--- src/rtl/hbr_pkg.sv ---
package hbr_pkg;
  localparam int AW = 5;
  localparam int DW = 8;

  localparam logic [AW-1:0] A_CTRL   = 5'd0;
  localparam logic [AW-1:0] A_PTR_A  = 5'd1;
  localparam logic [AW-1:0] A_WIN_A  = 5'd2;
  localparam logic [AW-1:0] A_ID     = 5'd15;
  localparam logic [AW-1:0] A_PTR_B  = 5'd16;
  localparam logic [AW-1:0] A_WIN_B  = 5'd17;
  localparam logic [AW-1:0] A_FIFO0  = 5'd18;
  localparam logic [AW-1:0] A_FIFO1  = 5'd19;
  localparam logic [AW-1:0] A_DFLAG  = 5'd20;
  localparam logic [AW-1:0] A_DEN    = 5'd21;
  localparam logic [AW-1:0] A_HFLAG  = 5'd22;
  localparam logic [AW-1:0] A_HEN    = 5'd23;

  function automatic logic is_writable(input logic [AW-1:0] a);
    case (a)
      A_CTRL, A_PTR_A, A_WIN_A, A_PTR_B, A_WIN_B, A_FIFO0, A_FIFO1,
      A_DFLAG, A_DEN, A_HFLAG, A_HEN: is_writable = 1'b1;
      default:                        is_writable = 1'b0;
    endcase
  endfunction
endpackage

--- src/rtl/hbr_strobe_sync.sv ---
module hbr_strobe_sync #(
  parameter int AW = 5,
  parameter int DW = 8
) (
  input  logic          clk_i,
  input  logic          rst_ni,
  input  logic          cs_ni,
  input  logic          rd_ni,
  input  logic          wr_ni,
  input  logic [AW-1:0] addr_i,
  input  logic [DW-1:0] data_i,
  output logic          wr_commit_o,
  output logic          rd_commit_o,
  output logic [AW-1:0] addr_o,
  output logic [DW-1:0] data_o
);
  // bit 1: write active, bit 0: read active
  logic [1:0]    s1_q, s2_q, s3_q;
  logic [AW-1:0] a1_q, a2_q, acap_q;
  logic [DW-1:0] d1_q, d2_q, dcap_q;

  always_ff @(posedge clk_i or negedge rst_ni) begin
    if (!rst_ni) begin
      s1_q <= '0; s2_q <= '0; s3_q <= '0;
      a1_q <= '0; a2_q <= '0; acap_q <= '0;
      d1_q <= '0; d2_q <= '0; dcap_q <= '0;
    end else begin
      s1_q <= {~cs_ni & ~wr_ni, ~cs_ni & ~rd_ni};
      s2_q <= s1_q;
      s3_q <= s2_q;
      a1_q <= addr_i;
      a2_q <= a1_q;
      d1_q <= data_i;
      d2_q <= d1_q;
      // address/data travel with the strobe so zero hold suffices
      if (s2_q[1]) begin
        acap_q <= a2_q;
        dcap_q <= d2_q;
      end else if (s2_q[0]) begin
        acap_q <= a2_q;
      end
    end
  end

  assign wr_commit_o = s3_q[1] & ~s2_q[1];
  assign rd_commit_o = s3_q[0] & ~s2_q[0];
  assign addr_o      = acap_q;
  assign data_o      = dcap_q;

  AST_WR_COMMIT_PULSE: assert property (@(posedge clk_i) disable iff (!rst_ni)
    wr_commit_o |=> !wr_commit_o);
  AST_RD_COMMIT_PULSE: assert property (@(posedge clk_i) disable iff (!rst_ni)
    rd_commit_o |=> !rd_commit_o);
endmodule

--- src/rtl/hbr_flag_bank.sv ---
module hbr_flag_bank #(
  parameter int W = 8
) (
  input  logic         clk_i,
  input  logic         rst_ni,
  input  logic [W-1:0] evt_i,
  input  logic         clr_we_i,
  input  logic         en_we_i,
  input  logic [W-1:0] wdata_i,
  output logic [W-1:0] flags_o,
  output logic [W-1:0] en_o,
  output logic         pend_o
);
  logic [W-1:0] flags_q, en_q;

  always_ff @(posedge clk_i or negedge rst_ni) begin
    if (!rst_ni) begin
      flags_q <= '0;
      en_q    <= '0;
    end else begin
      // set has priority over write-one-to-clear
      flags_q <= (flags_q & ~(clr_we_i ? wdata_i : '0)) | evt_i;
      if (en_we_i) en_q <= wdata_i;
    end
  end

  assign flags_o = flags_q;
  assign en_o    = en_q;
  assign pend_o  = |(flags_q & en_q);

  AST_FLAG_SET: assert property (@(posedge clk_i) disable iff (!rst_ni)
    (|evt_i) |=> ((flags_q & $past(evt_i)) == $past(evt_i)));
  AST_FLAG_W1C: assert property (@(posedge clk_i) disable iff (!rst_ni)
    (clr_we_i && |(wdata_i & ~evt_i)) |=> ((flags_q & $past(wdata_i & ~evt_i)) == '0));
endmodule

--- src/rtl/hbr_regif.sv ---
module hbr_regif
  import hbr_pkg::*;
#(
  parameter int          PTR_W = 8,
  parameter logic [7:0]  HW_ID = 8'h5A
) (
  input  logic             clk_i,
  input  logic             rst_ni,
  input  logic             cs_ni,
  input  logic             rd_ni,
  input  logic             wr_ni,
  input  logic [4:0]       addr_i,
  input  logic [7:0]       data_i,
  output logic [7:0]       data_o,
  output logic             data_oe_o,
  input  logic             busy_i,
  input  logic [7:0]       evt_i,
  input  logic [7:0]       dsp_evt_i,
  output logic             irq_no,
  output logic             bank_o,
  output logic [PTR_W-1:0] ireg_a_addr_o,
  output logic             ireg_a_we_o,
  input  logic [7:0]       ireg_a_rdata_i,
  output logic [PTR_W-1:0] ireg_b_addr_o,
  output logic             ireg_b_we_o,
  input  logic [7:0]       ireg_b_rdata_i,
  output logic [7:0]       wdata_o,
  output logic             dec_push_o,
  output logic             aux_push_o,
  output logic             rec_pop_o,
  input  logic [7:0]       rec_rdata_i
);
  localparam int NBANK = 2;

  logic          wr_commit, rd_commit;
  logic [AW-1:0] cap_addr;
  logic [DW-1:0] cap_data;

  hbr_strobe_sync #(.AW(AW), .DW(DW)) u_sync (
    .clk_i, .rst_ni, .cs_ni, .rd_ni, .wr_ni, .addr_i, .data_i,
    .wr_commit_o(wr_commit), .rd_commit_o(rd_commit),
    .addr_o(cap_addr), .data_o(cap_data)
  );

  logic             gie_q, bank_q, irq_nq;
  logic [PTR_W-1:0] ptr_a_q, ptr_b_q;

  always_ff @(posedge clk_i or negedge rst_ni) begin
    if (!rst_ni) begin
      gie_q   <= 1'b0;
      bank_q  <= 1'b0;
      ptr_a_q <= '0;
      ptr_b_q <= '0;
    end else if (wr_commit) begin
      case (cap_addr)
        A_CTRL:  begin gie_q <= cap_data[7]; bank_q <= cap_data[0]; end
        A_PTR_A: ptr_a_q <= PTR_W'(cap_data);
        A_PTR_B: ptr_b_q <= PTR_W'(cap_data);
        default: ;
      endcase
    end
  end

  // interrupt flag banks: 0 = host events at 22/23, 1 = DSP events at 20/21
  logic [DW-1:0] evt_arr   [NBANK];
  logic [DW-1:0] flags_arr [NBANK];
  logic [DW-1:0] en_arr    [NBANK];
  logic [NBANK-1:0] pend_vec;

  assign evt_arr[0] = evt_i;
  assign evt_arr[1] = dsp_evt_i;

  for (genvar g = 0; g < NBANK; g++) begin : g_bank
    localparam logic [AW-1:0] FLAG_ADR = (g == 0) ? A_HFLAG : A_DFLAG;
    localparam logic [AW-1:0] EN_ADR   = (g == 0) ? A_HEN   : A_DEN;
    hbr_flag_bank #(.W(DW)) u_bank (
      .clk_i, .rst_ni,
      .evt_i   (evt_arr[g]),
      .clr_we_i(wr_commit && cap_addr == FLAG_ADR),
      .en_we_i (wr_commit && cap_addr == EN_ADR),
      .wdata_i (cap_data),
      .flags_o (flags_arr[g]),
      .en_o    (en_arr[g]),
      .pend_o  (pend_vec[g])
    );
  end

  logic pending;
  assign pending = |pend_vec;

  always_ff @(posedge clk_i or negedge rst_ni) begin
    if (!rst_ni) irq_nq <= 1'b1;
    else         irq_nq <= ~(gie_q & pending);
  end

  assign irq_no        = irq_nq;
  assign bank_o        = bank_q;
  assign ireg_a_addr_o = ptr_a_q;
  assign ireg_b_addr_o = ptr_b_q;
  assign wdata_o       = cap_data;
  assign ireg_a_we_o   = wr_commit && cap_addr == A_WIN_A;
  assign ireg_b_we_o   = wr_commit && cap_addr == A_WIN_B;
  assign dec_push_o    = wr_commit && cap_addr == A_FIFO0;
  assign aux_push_o    = wr_commit && cap_addr == A_FIFO1;
  assign rec_pop_o     = rd_commit && cap_addr == A_FIFO0;

  // asynchronous read path straight from the pins
  logic [7:0] rd_mux;
  always_comb begin
    case (addr_i)
      A_CTRL:  rd_mux = {gie_q, 4'b0, pending, busy_i, bank_q};
      A_PTR_A: rd_mux = 8'(ptr_a_q);
      A_WIN_A: rd_mux = ireg_a_rdata_i;
      A_ID:    rd_mux = HW_ID;
      A_PTR_B: rd_mux = 8'(ptr_b_q);
      A_WIN_B: rd_mux = ireg_b_rdata_i;
      A_FIFO0: rd_mux = rec_rdata_i;
      A_DFLAG: rd_mux = flags_arr[1];
      A_DEN:   rd_mux = en_arr[1];
      A_HFLAG: rd_mux = flags_arr[0];
      A_HEN:   rd_mux = en_arr[0];
      default: rd_mux = 8'h00;
    endcase
  end

  assign data_oe_o = ~cs_ni & ~rd_ni;
  assign data_o    = data_oe_o ? rd_mux : 8'h00;

  AST_ONE_STROBE: assert property (@(posedge clk_i) disable iff (!rst_ni)
    $countones({dec_push_o, aux_push_o, rec_pop_o, ireg_a_we_o, ireg_b_we_o}) <= 1);
  AST_PUSH_SINGLE: assert property (@(posedge clk_i) disable iff (!rst_ni)
    dec_push_o |=> !dec_push_o);
  AST_POP_SINGLE: assert property (@(posedge clk_i) disable iff (!rst_ni)
    rec_pop_o |=> !rec_pop_o);
  AST_UNMAPPED: assert property (@(posedge clk_i) disable iff (!rst_ni)
    (wr_commit && !is_writable(cap_addr)) |=>
      ($stable(ptr_a_q) && $stable(ptr_b_q) && $stable(gie_q) && $stable(bank_q)));
  AST_PTR_HOLD_ON_WIN: assert property (@(posedge clk_i) disable iff (!rst_ni)
    ireg_a_we_o |=> $stable(ptr_a_q));
endmodule

--- config.mk ---
export PLATFORM = sky130hd
export DESIGN_NAME = hbr_regif
export DESIGN_NICKNAME = d
export VERILOG_FILES = /design/src/rtl/hbr_pkg.sv /design/src/rtl/hbr_strobe_sync.sv /design/src/rtl/hbr_flag_bank.sv /design/src/rtl/hbr_regif.sv
export SDC_FILE = /design/constraint.sdc
export NUM_CORES = 1
export LEC_CHECK = 0
export BUFFER_PORTS_ARGS = -buffer_cell sky130_fd_sc_hd__buf_4
export CAP_MARGIN = 20
export CORE_AREA = 4 4 126 128
export DETAILED_ROUTE_END_ITERATION = 12
export DIE_AREA = 0 0 130 132
export RECOVER_POWER = 50
export SLEW_MARGIN = 15
export SYNTH_ARGS = -nofsm -noshare
export SYNTH_HDL_FRONTEND = slang
export SYNTH_SLANG_ARGS = --single-unit
--- constraint.sdc ---
create_clock -name clk_i -period 3.8 [get_ports clk_i]
set_clock_uncertainty 0.05 [all_clocks]
set_input_delay 0.38 -clock clk_i [delete_from_list [all_inputs] [get_ports clk_i]]
set_output_delay 0.38 -clock clk_i [all_outputs]
set_load 0.03 [all_outputs]
==> results of run 1 <==
## synthesized netlist by cell type, drive strengths merged, types with 7 or more instances
master	n	area (um^2)
nor4	7	95.1
mux2	50	589
nand2	26	97.6
nor2	12	47.6
a221oi	8	70.1
nand3	8	50.1
nor3	12	76.3
a21o	17	128
buf	13	103
mux2i	15	150
nand2b	7	48.8
dfrtp	95	2380
## flip-flops by register name, summed over array words and instances, names as in the netlist, 2 cells and up
| register | count |
|---|---|
| g_bank.u_bank.en_o | 16 |
| u_sync.d2_q | 8 |
| u_sync.s1_q | 2 |
| u_sync.addr_o | 5 |
| u_sync.a1_q | 5 |
| u_sync.data_o | 8 |
| ireg_b_addr_o | 8 |
| u_sync.s3_q | 2 |
| u_sync.d1_q | 8 |
| u_sync.a2_q | 5 |
| u_sync.s2_q | 2 |
| g_bank.u_bank.flags_o | 16 |
| ireg_a_addr_o | 8 |
## kinds of logic after synthesis
family,count (synthesis),share of synthesized area
and+or+nand+nor,93,0.134
AOI/OAI and AO/OA,62,0.108
buffers and inverters,18,0.0280
muxes,66,0.176
DFF,96,0.554
## power by group through the flow
stage | logic, uW | registers, uW | clock network, uW
finish | 555 | 1270 | 856
detailed placement | 565 | 1290 | 0
floorplan | 238 | 1360 | 0
CTS | 566 | 1270 | 881
global placement | 559 | 1290 | 0
global route | 594 | 1290 | 919
## stage by stage
| stage | std cells | util | power [uW] |
|---|---|---|---|
| 4_1_cts | 625 | 0.370 | 2720 |
| 3_3_place_gp | 609 | 0.351 | 1850 |
| 2_1_floorplan | 335 | - | 1600 |
| 5_1_grt | 625 | 0.369 | 2810 |
| 3_5_place_dp | 609 | 0.351 | 1860 |
| 6_report | 625 | 0.369 | 2690 |
## per-layer routing
metal / GRT usage / vias up
met1: 0.212 / 1585
li1: - / 1447
met5: 0 / -
met2: 0.246 / 97
met4: 0.0450 / 0
met3: 0.0243 / 12
## layout make-up
type | count | area [um^2]
inverters | 5 | 18.8
flip-flops and latches | 96 | 2400
clock buffers | 10 | 239
well taps | 188 | 235
fillers | 1502 | 9380
clock inverters | 6 | 43.8
multi-input cells | 221 | 1810
repair buffers | 99 | 733
## path summary, 6_finish.rpt
check	startpoint	slack, ps	end	depth (start not counted)
setup / recovery	addr_i[3]	1040	data_o[3]	6
hold / removal	data_i[2]	110	u_sync.d1_q[2]$_DFF_PN0_	1
setup reg to reg	u_sync.s2_q[1]$_DFF_PN0_	1470	g_bank[1].u_bank.en_o[1]$_DFFE_PN0P_	4
max in group asynchronous	rst_ni	1420	g_bank[0].u_bank.flags_o[3]$_DFF_PN0_	2
min in group asynchronous	rst_ni	520	u_sync.d1_q[7]$_DFF_PN0_	1
hold reg to reg	u_sync.s1_q[0]$_DFF_PN0_	300	u_sync.s2_q[0]$_DFF_PN0_	0
==> impl_metrics.ini, run 1 <==
[drt]
route.layer.met1.wl_um = 5900
detail_route.wl_per_cell_um = 20.8
via_count = 3141
detailroute.wirelength.met3_um = 588
route.met2.wl_um = 6350
ant_nets = 0
route.detailed.vias_per_inst = 5.03
detail_route.wirelength_um = 13000
detailedRoute.firstPassIterationCount = 4
highest_layer = met4
drt_iter0_drc = 246
drc = 0

[synth]
synth.ff_latch_count = 96
synth.yosys.warnings = 0
synth_enable_flop_cells = 0
synthesis.nets = 394
yosysUniqueCellTypes = 56
avgSynthCellArea_um2 = 12.9
synth-async-reset-ratio = 1.00
cells_after_synthesis = 335
synth.yosys.seq_area_share = 0.554
yosys_most_used_dff = sky130_fd_sc_hd__dfrtp_1
mapped_cell_area_mm2 = 0.00434

[critical_path]
timing.critical_path.cells = clkbuf_1, nand2b_2, nor2_1, a2111oi_0, a31oi_1, buf_4
critPathMaxFanout = 16
crit_arrival_ps = 2330
crit_family = buffers and inverters
critical_path_buf_inv_count = 2
cp_slowest_cell = sky130_fd_sc_hd__clkbuf_1
worst_ep_required_time_ps = 3370
timing_worst_setup_path_type = input pin to output port
end_kind = output port
critical-path-max-stage-delay_ps = 600
worst_setup_path_start_kind = input pin

[run_status]
violations = capacitance limit, slew limit
status = complete, but fails checks

[sta]
setup_tns_ps = 0
finalSetupViolCount = 0
slew_limit_headroom = -0.281
finalCriticalPeriod_ps = 2760
worst_pin_slew_ps = 1920
fin_worst_hold_slack_ps = 108
drv_slew = 78
fmaxAchievable_ghz = 0.362
timing.final.ws_setup_ps = 1040
rsz0062_at_grt = false
finalHoldViolations = 0
timing.final.crit_share = 0.727

[floorplan]
initial_utilization = 0.292
design.core.area_mm2 = 0.0149
pin_count = 99
rows = 45
area_of_the_die_mm2 = 0.0172
chip_width_um = 130
die-height_um = 132

[worst_hold_path]
worstHoldPathType = input pin to flop

[clock_tree]
clock-sinks = 96
holdBufCountCts = 0
cts_tree = done
clkTransAtPathRegs_ps = 70
cts.htree.levels = 3
post-cts-setup-buffers = 0
clock-root-buffer = sky130_fd_sc_hd__clkbuf_16
worst_skew_late_latency_ps = 350
clock_path_buffers = 2
cts_buffers = 9
ctsResizeCount = 0

[power]
power_frac_seq = 0.474
power.density_cell_area_mw_per_mm2 = 490
combinationalPowerShare = 0.207
power.net_switching_uw = 816
internal_power_uw = 1870
clock_power_share = 0.319
p_sw_frac = 0.304
peakVddDrop_mv = 0.209
power_leakage_uw = 0.00238

[layout]
syn_to_final_growth_pct = 26.5
finish.instance_area_mm2 = 0.00549
mostFrequentLayoutCell = sky130_fd_sc_hd__dfrtp_1
nNetsFinal = 491
antennaDiodeCount = 0
drive_above_1_share = 0.414
final_cell_mix = sky130_fd_sc_hd__dfrtp_1, sky130_fd_sc_hd__buf_4, sky130_fd_sc_hd__mux2_2

[place]
routability_cong = 0.873
postPlaceCellArea_mm2 = 0.00521
hpwl_um = 9440
placement.setup.worst_slack_ps = 1360
io_buffer_count = 98

[global_routing]
number_of_antenna_violations_at_the_first_check_in_global_routing = 0
grt_overflow = 0
first_global_vias = 3387
first_pass_grt_wire_length_um = 19900
track_usage = 0.153
grt_start_max_net_pins = 78

[flow_run]
max_cap_viol_count = 1
Power figures use the tool's default switching activity.
==> inputs of run 2 (changes only) <==
==> constraint.sdc (replaced) <==
create_clock -name clk_i -period 2.67 [get_ports clk_i]
set_clock_uncertainty 0.05 [all_clocks]
set_input_delay 0.267 -clock clk_i [delete_from_list [all_inputs] [get_ports clk_i]]
set_output_delay 0.267 -clock clk_i [all_outputs]
set_load 0.03 [all_outputs]
==> impl_metrics.ini, run 2 (synthesis gave the netlist of run 1 again) <==
[critical_path]
cp_slowest_cell = sky130_fd_sc_hd__a221oi_1
timing_worst_setup_path_type = flop to output port
critPathMaxFanout = 3
worst_ep_required_time_ps = 2350
critical-path-max-stage-delay_ps = 430
timing.critical_path.cells = a22o_1, a221oi_1, and4_1, o22ai_1, buf_4
crit_arrival_ps = 2060
end_kind = output port
critical_path_buf_inv_count = 1
crit_family = compound AO/OA/AOI/OAI gates
worst_setup_path_start_kind = flop

[power]
power_frac_seq = 0.486
power.total_uw = 3730
combinationalPowerShare = 0.203
power_leakage_uw = 0.00236
clock_power_share = 0.311
p_sw_frac = 0.296
peakVddDrop_mv = 0.279
power.density_cell_area_mw_per_mm2 = 677
internal_power_uw = 2630
power.net_switching_uw = 1110

[place]
io_buffer_count = 98
routability_cong = 0.922
postPlaceCellArea_mm2 = 0.00525
hpwl_um = 9570
numPlacedInstances = 612

[layout]
final_cell_mix = sky130_fd_sc_hd__dfrtp_1, sky130_fd_sc_hd__buf_4, sky130_fd_sc_hd__mux2_2
finish.instance_area_mm2 = 0.00551
mostFrequentLayoutCell = sky130_fd_sc_hd__dfrtp_1
finalNonFillerCells = 634
drive_above_1_share = 0.365
nNetsFinal = 503
syn_to_final_growth_pct = 27.1
utilization = 0.371
antennaDiodeCount = 0

[floorplan]
area_of_the_die_mm2 = 0.0172
chip_width_um = 130
initial_utilization = 0.292
pin_count = 99
rows = 45
design.core.area_mm2 = 0.0149
die-height_um = 132

[worst_hold_path]
worstHoldPathType = input pin to flop

[clock_tree]
holdBufCountCts = 9
post-cts-setup-buffers = 0
clock_path_buffers = 2
clkTransAtPathRegs_ps = 60
clock-root-buffer = sky130_fd_sc_hd__clkbuf_16
cts.htree.levels = 3
cts_buffers = 9
clock-sinks = 96
cts_tree = done
ctsResizeCount = 0
worst_skew_late_latency_ps = 340

[global_routing]
use_met3 = 0.0348
first_pass_grt_wire_length_um = 19800
global_route.peak_usage_layer = met2
grt_overflow = 0
track_usage = 0.153
first_global_vias = 3354
number_of_antenna_violations_at_the_first_check_in_global_routing = 0
grt_start_max_net_pins = 50
met2_usage = 0.242
groute.layer.met1.usage = 0.212

[sta]
finalCriticalPeriod_ps = 2380
setup_tns_ps = 0
slew_limit_headroom = 0.186
rsz0062_at_grt = false
finalSetupViolCount = 0
finalHoldViolations = 0
fmaxAchievable_ghz = 0.420
timing.final.crit_share = 0.892
worst_pin_slew_ps = 1220
drv_slew = 0

[run_status]
status = completed

[drt]
route.detailed.vias_per_inst = 5.02
detailedRoute.firstPassIterationCount = 4
detail_route.wirelength_um = 13000
via_count = 3184
detail_route.wl_per_cell_um = 20.5
ant_nets = 0
drt_iter0_drc = 196
drc = 0

[flow_run]
max_cap_viol_count = 0
run 2: power by group through the flow:
stage | Combinational, uW | Sequential (uW) | Clock (uW)
5_1_grt | 809 | 1840 | 1250
3_3_place_gp | 801 | 1840 | 0
4_1_cts | 825 | 1810 | 1200
6_report | 757 | 1810 | 1160
3_5_place_dp | 815 | 1840 | 0
2_1_floorplan | 339 | 1930 | 0
run 2: per-layer routing:
metal | vias up | wire (um) | part of all wire
li1 | 1466 | - | -
met5 | - | 0 | 0
met2 | 92 | 6290 | 0.48
met4 | 0 | 192 | 0.015
met1 | 1613 | 5910 | 0.45
met3 | 13 | 630 | 0.048
run 2: area by class of cell:
type / instances / area (um^2)
multi-input cells: 221 / 1810
well taps: 188 / 235
flip-flops and latches: 96 / 2400
clock inverters: 1 / 5.00
repair buffers: 111 / 782
fillers: 1519 / 9350
clock buffers: 12 / 256
inverters: 5 / 18.8
run 2: path summary, 6_finish.rpt:
path | to | depth (start not counted) | startpoint | slack, ps
worst min-delay path | u_sync.s1_q[1]$_DFF_PN0_ | 2 | wr_ni | 30
max in group asynchronous | u_sync.addr_o[3]$_DFFE_PN0P_ | 3 | rst_ni | 530
worst max register to register | g_bank[1].u_bank.en_o[6]$_DFFE_PN0P_ | 5 | u_sync.s2_q[1]$_DFF_PN0_ | 650
worst max-delay path | data_o[2] | 5 | g_bank[0].u_bank.en_o[6]$_DFFE_PN0P_ | 290
worst min register to register | u_sync.d2_q[1]$_DFF_PN0_ | 0 | u_sync.d1_q[1]$_DFF_PN0_ | 300
min in group asynchronous | u_sync.d1_q[6]$_DFF_PN0_ | 2 | rst_ni | 660
run 2: metrics by stage:
stage                     hold WS (ps)  worst slack (ps)
after CTS                         19.5               306
after global placement             275               549
after global routing              28.9               144
after floorplan                  -78.6               604
final                             26.4               289
after detailed placement           283               506
